==> src/rtl/wsr_pkg.sv <==
package wsr_pkg;
    typedef enum logic [2:0] {
        OP_RD_REG  = 3'd0,
        OP_WR_REG  = 3'd1,
        OP_RD_WORD = 3'd2,
        OP_WR_WORD = 3'd3,
        OP_WR_BYTE = 3'd4,
        OP_SET_WP  = 3'd5,
        OP_SET_PC  = 3'd6,
        OP_SET_ST  = 3'd7
    } wsr_op_e;

    typedef enum logic [2:0] {
        ST_IDLE,
        ST_FETCH,
        ST_DUMMY,
        ST_MERGE,
        ST_STORE,
        ST_DONE
    } wsr_state_e;
endpackage

==> src/rtl/wsr_ctx_regs.sv <==
module wsr_ctx_regs #(
    parameter int DW = 16
) (
    input  logic          clk,
    input  logic          rst_n,
    input  logic          ld_wp,
    input  logic          ld_pc,
    input  logic          ld_st,
    input  logic [DW-1:0] din,
    output logic [DW-1:0] wp,
    output logic [DW-1:0] pc,
    output logic [DW-1:0] st
);
    always_ff @(posedge clk or negedge rst_n) begin
        if (!rst_n) begin
            wp <= '0;
            pc <= '0;
            st <= '0;
        end else begin
            if (ld_wp) wp <= {din[DW-1:1], 1'b0};
            if (ld_pc) pc <= din;
            if (ld_st) st <= din;
        end
    end

    // the base pointer is always word aligned
    a_r2_wp_aligned: assert property (@(posedge clk) disable iff (!rst_n) wp[0] == 1'b0);

    // the pointer only moves on a load
    a_r10_wp_hold: assert property (@(posedge clk) disable iff (!rst_n)
        !ld_wp |=> $stable(wp));
endmodule

==> src/rtl/wsr_addr_merge.sv <==
module wsr_addr_merge #(
    parameter int DW     = 16,
    parameter int RIDX_W = 4
) (
    input  logic              is_reg,
    input  logic [RIDX_W-1:0] regnum,
    input  logic [DW-1:0]     addr,
    input  logic [DW-1:0]     wp,
    input  logic              lane,
    input  logic [DW/2-1:0]   byte_in,
    input  logic [DW-1:0]     rdata,
    output logic [DW-1:0]     tgt_addr,
    output logic [DW-1:0]     merged
);
    localparam int BW = DW / 2;

    logic [DW-1:0] reg_off;
    assign reg_off = {{(DW-RIDX_W-1){1'b0}}, regnum, 1'b0};

    always_comb begin
        if (is_reg) tgt_addr = wp + reg_off;
        else        tgt_addr = {addr[DW-1:1], 1'b0};
    end

    always_comb begin
        if (lane) merged = {rdata[DW-1:BW], byte_in};
        else      merged = {byte_in, rdata[BW-1:0]};
    end
endmodule

==> src/rtl/wsr_bus_fsm.sv <==
module wsr_bus_fsm
    import wsr_pkg::*;
#(
    parameter int DW = 16
) (
    input  logic          clk,
    input  logic          rst_n,
    input  logic          req_valid,
    input  wsr_op_e       req_op,
    input  logic          req_lane,
    input  logic [DW-1:0] req_wdata,
    input  logic [DW-1:0] tgt_addr,
    input  logic [DW-1:0] merged,
    input  logic [DW-1:0] bus_rdata,
    input  logic          bus_ready,
    output logic          busy,
    output logic          resp_done,
    output logic [DW-1:0] resp_rdata,
    output logic          ld_wp,
    output logic          ld_pc,
    output logic          ld_st,
    output logic          lane_q,
    output logic [DW-1:0] wdata_q,
    output logic [DW-1:0] bus_addr,
    output logic          bus_rd,
    output logic          bus_wr
);
    wsr_state_e    state_q, state_d;
    logic [DW-1:0] addr_q;
    logic [DW-1:0] rdata_q;
    logic          accept;

    assign accept = (state_q == ST_IDLE) && req_valid;

    always_comb begin
        state_d = state_q;
        unique case (state_q)
            ST_IDLE: begin
                if (req_valid) begin
                    unique case (req_op)
                        OP_RD_REG, OP_RD_WORD:            state_d = ST_FETCH;
                        OP_WR_REG, OP_WR_WORD:            state_d = ST_DUMMY;
                        OP_WR_BYTE:                       state_d = ST_MERGE;
                        OP_SET_WP, OP_SET_PC, OP_SET_ST:  state_d = ST_DONE;
                        default:                          state_d = ST_DONE;
                    endcase
                end
            end
            ST_FETCH: if (bus_ready) state_d = ST_DONE;
            ST_DUMMY: if (bus_ready) state_d = ST_STORE;
            ST_MERGE: if (bus_ready) state_d = ST_STORE;
            ST_STORE: if (bus_ready) state_d = ST_DONE;
            ST_DONE:  state_d = ST_IDLE;
            default:  state_d = ST_IDLE;
        endcase
    end

    always_ff @(posedge clk or negedge rst_n) begin
        if (!rst_n) state_q <= ST_IDLE;
        else        state_q <= state_d;
    end

    always_ff @(posedge clk or negedge rst_n) begin
        if (!rst_n) begin
            addr_q  <= '0;
            wdata_q <= '0;
            rdata_q <= '0;
            lane_q  <= 1'b0;
        end else begin
            if (accept) begin
                addr_q  <= tgt_addr;
                wdata_q <= req_wdata;
                lane_q  <= req_lane;
            end
            if (state_q == ST_FETCH && bus_ready) rdata_q <= bus_rdata;
            if (state_q == ST_MERGE && bus_ready) wdata_q <= merged;
        end
    end

    always_comb begin
        busy       = (state_q != ST_IDLE);
        resp_done  = (state_q == ST_DONE);
        bus_rd     = (state_q == ST_FETCH) || (state_q == ST_DUMMY) || (state_q == ST_MERGE);
        bus_wr     = (state_q == ST_STORE);
        bus_addr   = addr_q;
        resp_rdata = rdata_q;
        ld_wp      = accept && (req_op == OP_SET_WP);
        ld_pc      = accept && (req_op == OP_SET_PC);
        ld_st      = accept && (req_op == OP_SET_ST);
    end

    // strobes are exclusive
    a_r9_strobe_excl: assert property (@(posedge clk) disable iff (!rst_n) !(bus_rd && bus_wr));

    // address and data hold while ready is low
    a_r9_hold_addr: assert property (@(posedge clk) disable iff (!rst_n)
        (bus_rd || bus_wr) && !bus_ready |=> $stable(bus_addr) && $stable(wdata_q));

    // a write cycle always follows a read cycle
    a_r4_read_before_write: assert property (@(posedge clk) disable iff (!rst_n)
        $rose(bus_wr) |-> $past(bus_rd));

    // completion is a single-cycle pulse
    a_r11_done_pulse: assert property (@(posedge clk) disable iff (!rst_n)
        resp_done |=> !resp_done && !busy);

    // a bus cycle only runs while busy
    a_r10_busy_bus: assert property (@(posedge clk) disable iff (!rst_n)
        (bus_rd || bus_wr) |-> busy);
endmodule

==> src/rtl/wsr_bus_unit.sv <==
module wsr_bus_unit
    import wsr_pkg::*;
#(
    parameter int DW    = 16,
    parameter int NREGS = 16
) (
    input  logic                     clk,
    input  logic                     rst_n,
    input  logic                     req_valid,
    input  logic [2:0]               req_op,
    input  logic [$clog2(NREGS)-1:0] req_reg,
    input  logic [DW-1:0]            req_addr,
    input  logic [DW-1:0]            req_wdata,
    output logic                     busy,
    output logic                     resp_done,
    output logic [DW-1:0]            resp_rdata,
    output logic [DW-1:0]            ws_ptr,
    output logic [DW-1:0]            prog_ctr,
    output logic [DW-1:0]            status_word,
    output logic [DW-1:0]            bus_addr,
    output logic                     bus_rd,
    output logic                     bus_wr,
    output logic [DW-1:0]            bus_wdata,
    input  logic [DW-1:0]            bus_rdata,
    input  logic                     bus_ready
);
    localparam int RIDX_W = $clog2(NREGS);

    wsr_op_e       op;
    logic          is_reg;
    logic          ld_wp, ld_pc, ld_st;
    logic          lane_q;
    logic [DW-1:0] wdata_q;
    logic [DW-1:0] tgt_addr;
    logic [DW-1:0] merged;

    assign op     = wsr_op_e'(req_op);
    assign is_reg = (op == OP_RD_REG) || (op == OP_WR_REG);

    wsr_ctx_regs #(.DW(DW)) u_ctx (
        .clk   (clk),
        .rst_n (rst_n),
        .ld_wp (ld_wp),
        .ld_pc (ld_pc),
        .ld_st (ld_st),
        .din   (req_wdata),
        .wp    (ws_ptr),
        .pc    (prog_ctr),
        .st    (status_word)
    );

    wsr_addr_merge #(.DW(DW), .RIDX_W(RIDX_W)) u_addr (
        .is_reg   (is_reg),
        .regnum   (req_reg),
        .addr     (req_addr),
        .wp       (ws_ptr),
        .lane     (lane_q),
        .byte_in  (wdata_q[DW/2-1:0]),
        .rdata    (bus_rdata),
        .tgt_addr (tgt_addr),
        .merged   (merged)
    );

    wsr_bus_fsm #(.DW(DW)) u_fsm (
        .clk        (clk),
        .rst_n      (rst_n),
        .req_valid  (req_valid),
        .req_op     (op),
        .req_lane   (req_addr[0]),
        .req_wdata  (req_wdata),
        .tgt_addr   (tgt_addr),
        .merged     (merged),
        .bus_rdata  (bus_rdata),
        .bus_ready  (bus_ready),
        .busy       (busy),
        .resp_done  (resp_done),
        .resp_rdata (resp_rdata),
        .ld_wp      (ld_wp),
        .ld_pc      (ld_pc),
        .ld_st      (ld_st),
        .lane_q     (lane_q),
        .wdata_q    (wdata_q),
        .bus_addr   (bus_addr),
        .bus_rd     (bus_rd),
        .bus_wr     (bus_wr)
    );

    assign bus_wdata = wdata_q;

    // only whole words reach the bus
    a_r9_word_addr: assert property (@(posedge clk) disable iff (!rst_n)
        (bus_rd || bus_wr) |-> (bus_addr[0] == 1'b0));
endmodule

==> config.mk <==
export PLATFORM = sky130hd
export DESIGN_NAME = wsr_bus_unit
export DESIGN_NICKNAME = d
export VERILOG_FILES = /design/src/rtl/wsr_pkg.sv /design/src/rtl/wsr_ctx_regs.sv /design/src/rtl/wsr_addr_merge.sv /design/src/rtl/wsr_bus_fsm.sv /design/src/rtl/wsr_bus_unit.sv
export SDC_FILE = /design/constraint.sdc
export NUM_CORES = 1
export LEC_CHECK = 0
export ABC_AREA = 1
export ABC_CLOCK_PERIOD_IN_PS = 1900
export BUFFER_PORTS_ARGS = -buffer_cell sky130_fd_sc_hd__buf_4
export CAP_MARGIN = 20
export CORE_MARGIN = 2
export CORE_UTILIZATION = 46
export CTS_CLUSTER_SIZE = 25
export DETAILED_ROUTE_END_ITERATION = 10
export GPL_TIMING_DRIVEN = 0
export PLACE_DENSITY_LB_ADDON = 0.05
export RECOVER_POWER = 25
export SLEW_MARGIN = 20
export SYNTH_ARGS = -nofsm -noshare
export SYNTH_HDL_FRONTEND = slang
export SYNTH_SLANG_ARGS = --single-unit
==> constraint.sdc <==
create_clock -name clk -period 1.9 [get_ports clk]
set_clock_uncertainty 0.15 [all_clocks]
set_input_delay 0.19 -clock clk [delete_from_list [all_inputs] [get_ports clk]]
set_output_delay 0.19 -clock clk [all_outputs]
set_load 0.05 [all_outputs]
==> impl_metrics.csv <==
group,metric,value,unit
global_route,grt_pass1_vias,4631,
routing,wire_per_inst,15.4,microns
worst_hold_path,whs_path_depth,3,
pwr,p_per_area,1980,mW/mm^2
synth,yosys_most_used_dff,"dfrtp_1",
pwr,vdd_drop_max,1.01,mV
synth,yosysWarnings,0,
synth,synthesis.area,0.00482,sq mm
floorplanning,rows,37,
global_route,grt.total_usage,0.266,
synth,syn_avg_cell_area,8.08,sq um
routing,dr_total_vias,4784,
floorplanning,dieArea,0.0113,sq mm
cells_and_area,multi_input_area,0.00208,sq mm
worst_setup_path,worstSetupPathType,"reg -> reg",
timing,fin_crit_sh,0.978,
synth,syn_inst,597,
routing,dr.pass1.iters,4,
synth,synth_seq_area_share,0.508,
placed_design,placedCellCount,890,
routing,viasPerCell,4.96,
timing,max_slew_margin,0.172,
synth,synth.distinct_cells,35,
timing,slew_viol_final,0,
job,drv_cap,0,
synth,synth_area_leaders,"dfrtp_1, nand2_1, inv_1",
placed_design,gp_congestion,0.892,
synth,synth_edf_count,0,
placed_design,detailed_place_hpwl,10800,microns
cells_and_area,syn2layout_area_growth,41.8,%
synth,yosysTopAreaCell,"dfrtp_1",
timing,hold_ws,7.63,ps
routing,routed_wl,14800,microns
worst_setup_path,arrival,1980,ps
floorplanning,initial_core_util,0.471,
global_route,overflow,0,
global_route,grt_start_max_net_pins,99,
floorplanning,coreArea,0.0102,sq mm
pwr,leakage,3.31,nW
clocking,path_clk_slew,100,ps
worst_setup_path,critPathRequiredTime,2020,ps
timing,layout_min_cycle_time,1860,ps
timing,finalHoldViolations,0,
routing,remaining_drc_errors,0,
floorplanning,die_width,106,microns
clocking,cts-root-buf,"clkbuf_8",
timing,max_freq,538,MHz
clocking,clk_path_buf_depth,2,
worst_setup_path,reg2reg_slack,40,ps
routing,antenna_left,0,
clocking,cts_tree,"yes",
synth,yosysMostFrequentCell,"nand2_1",
worst_setup_path,critPathMaxFanout,4,
global_route,antenna_found_initial,0,
synth,ys_ff_latch,98,
placed_design,place.port_buffers,156,
clocking,cts_sinks,98,
cells_and_area,drive_gt1_frac,0.216,
floorplanning,dieHeight,106,microns
cells_and_area,fillers,941,
synth,synth_top_area_share,0.508,
worst_hold_path,hold_class,"in -> reg",
clocking,clk_latency,360,ps
global_route,grt_pass1_wl,23500,microns
status,status,"completed",
worst_setup_path,start_kind,"register",
routing,first_iter_violations,259,
cells_and_area,diodes,0,
cells_and_area,layout.area.seq,0.00246,sq mm
placed_design,pre_cts_ws,-95.6,ps
timing,fin_ws,41.2,ps
synth,synth-async-reset-ratio,1.00,
timing,rsz0062_at_grt,"true",
floorplanning,ios,159,
worst_setup_path,worst_setup_path_end_kind,"register",
worst_setup_path,rr_worst_depth,11,
synth,yosys-top-cells-count,"nand2_1, dfrtp_1, inv_1",
cells_and_area,finalNetCount,888,
cells_and_area,final_cells,965,
timing,worst_slew_pin_slew,1240,ps
clocking,cts_buffers,9,
clocking,h-tree-depth,3,
timing,setup-violations-final,0,
## flip-flops by register name (all words and copies together) (netlist names)
name / cells
u_ctx.pc: 16
u_ctx.st: 16
u_ctx.wp: 15
u_fsm.bus_addr: 15
u_fsm.lane_q: 1
u_fsm.resp_rdata: 16
u_fsm.state_q: 3
u_fsm.wdata_q: 16
## stage by stage
step / total power [mW] / util / cell area [sq um] / setup TNS, ps
floorplan: 9.74 / - / 4860 / -133
global placement: 12.3 / 0.606 / 6200 / -204
detailed placement: 12.4 / 0.607 / 6210 / -248
CTS: 14.0 / 0.675 / 6910 / 0
global route: 14.3 / 0.668 / 6840 / -149
finish: 13.5 / 0.668 / 6840 / 0
## placed cells by master (no fill, tap or decap), drive strengths merged
| cell type | synthesis | layout |
|---|---|---|
| a21boi | 2 | 2 |
| o211ai | 2 | 2 |
| dlygate4sd3 | 0 | 47 |
| conb | 1 | 2 |
| or2 | 3 | 3 |
| nand4 | 1 | 1 |
| ha | 4 | 4 |
| nor4 | 1 | 1 |
| fa | 1 | 1 |
| bufinv | 0 | 1 |
| nor3 | 3 | 3 |
| inv | 83 | 87 |
| nand2 | 177 | 177 |
| o31ai | 3 | 3 |
| clkinv | 0 | 2 |
| clkbuf | 6 | 89 |
| dfrtp | 98 | 98 |
| nor2 | 37 | 37 |
| a21oi | 8 | 8 |
| a2bb2oi | 2 | 2 |
| nand3 | 53 | 53 |
| o21ai | 82 | 82 |
| buf | 16 | 110 |
| mux2 | 14 | 14 |
## kinds of logic (layout without fill, tap and decap cells)
logic type,count (synthesis),after routing,synth area share
compound gates,99,99,0.113
mux,14,14,0.0327
fa+ha+maj,5,5,0.0145
other cells,1,2,0.000777
simple gates,275,275,0.243
flops,98,98,0.508
buf+inv,105,336,0.0882
## power breakdown
part / switching [mW] / total [mW] / leakage, nW / internal [mW]
logic: 6.14 / 8.23 / 2.06 / 2.09
registers: 0.755 / 3.88 / 1.15 / 3.13
clock network: 0.802 / 1.44 / 0.107 / 0.634
total: 7.69 / 13.5 / 3.31 / 5.85
## critical path: stages, from the launching register on
cell,delay [ps]
dfrtp_2,410
ha_4,140
inv_2,30
fa_2,390
nor2_4,120
nor2_4,50
nor2_4,140
nand2_1,60
nand3_1,90
nand2_1,70
nand2_1,60
nand2_1,40
## final cells by class
type / instances / share of cell area
inverters: 83 / 0.0456
clock inverters: 7 / 0.0119
clock buffers: 9 / 0.0181
plain buffers: 22 / 0.0209
flip-flops and latches: 98 / 0.359
repair buffers: 215 / 0.215
multi-input cells: 395 / 0.305
well taps: 136 / 0.0249
## per-layer routing
layer / track usage / vias to the layer above / share of wire
met5: 0 / - / 0
met4: 0.0940 / 0 / 0.024
met3: 0.0441 / 25 / 0.059
met2: 0.447 / 170 / 0.49
met1: 0.349 / 2242 / 0.43
li1: - / 2347 / -
## what timing repair did
| action | CTS | global route |
|---|---|---|
| resized for setup | 6 | 34 |
| buffers inserted | 1 | 11 |
| setup endpoints to repair | 13 | 70 |
| endpoints found under the hold margin | 182 | 0 |
| pin swaps | 0 | 6 |
| hold buffers | 47 | 0 |
| cloned | 0 | 0 |
## worst paths after layout
kind / endpoint / startpoint
worst max-delay path: u_fsm.bus_addr[7]$_DFFE_PN0P_ / u_ctx.wp[1]$_DFFE_PN0P_
worst min-delay path: u_fsm.bus_addr[2]$_DFFE_PN0P_ / req_addr[2]
worst max register to register: u_fsm.bus_addr[7]$_DFFE_PN0P_ / u_ctx.wp[1]$_DFFE_PN0P_
worst min register to register: u_fsm.bus_addr[13]$_DFFE_PN0P_ / u_fsm.bus_addr[13]$_DFFE_PN0P_
max in group asynchronous: u_ctx.wp[4]$_DFFE_PN0P_ / rst_n
min in group asynchronous: u_fsm.state_q[1]$_DFFE_PN0P_ / rst_n
No activity file was read; power rests on OpenSTA's default activity.
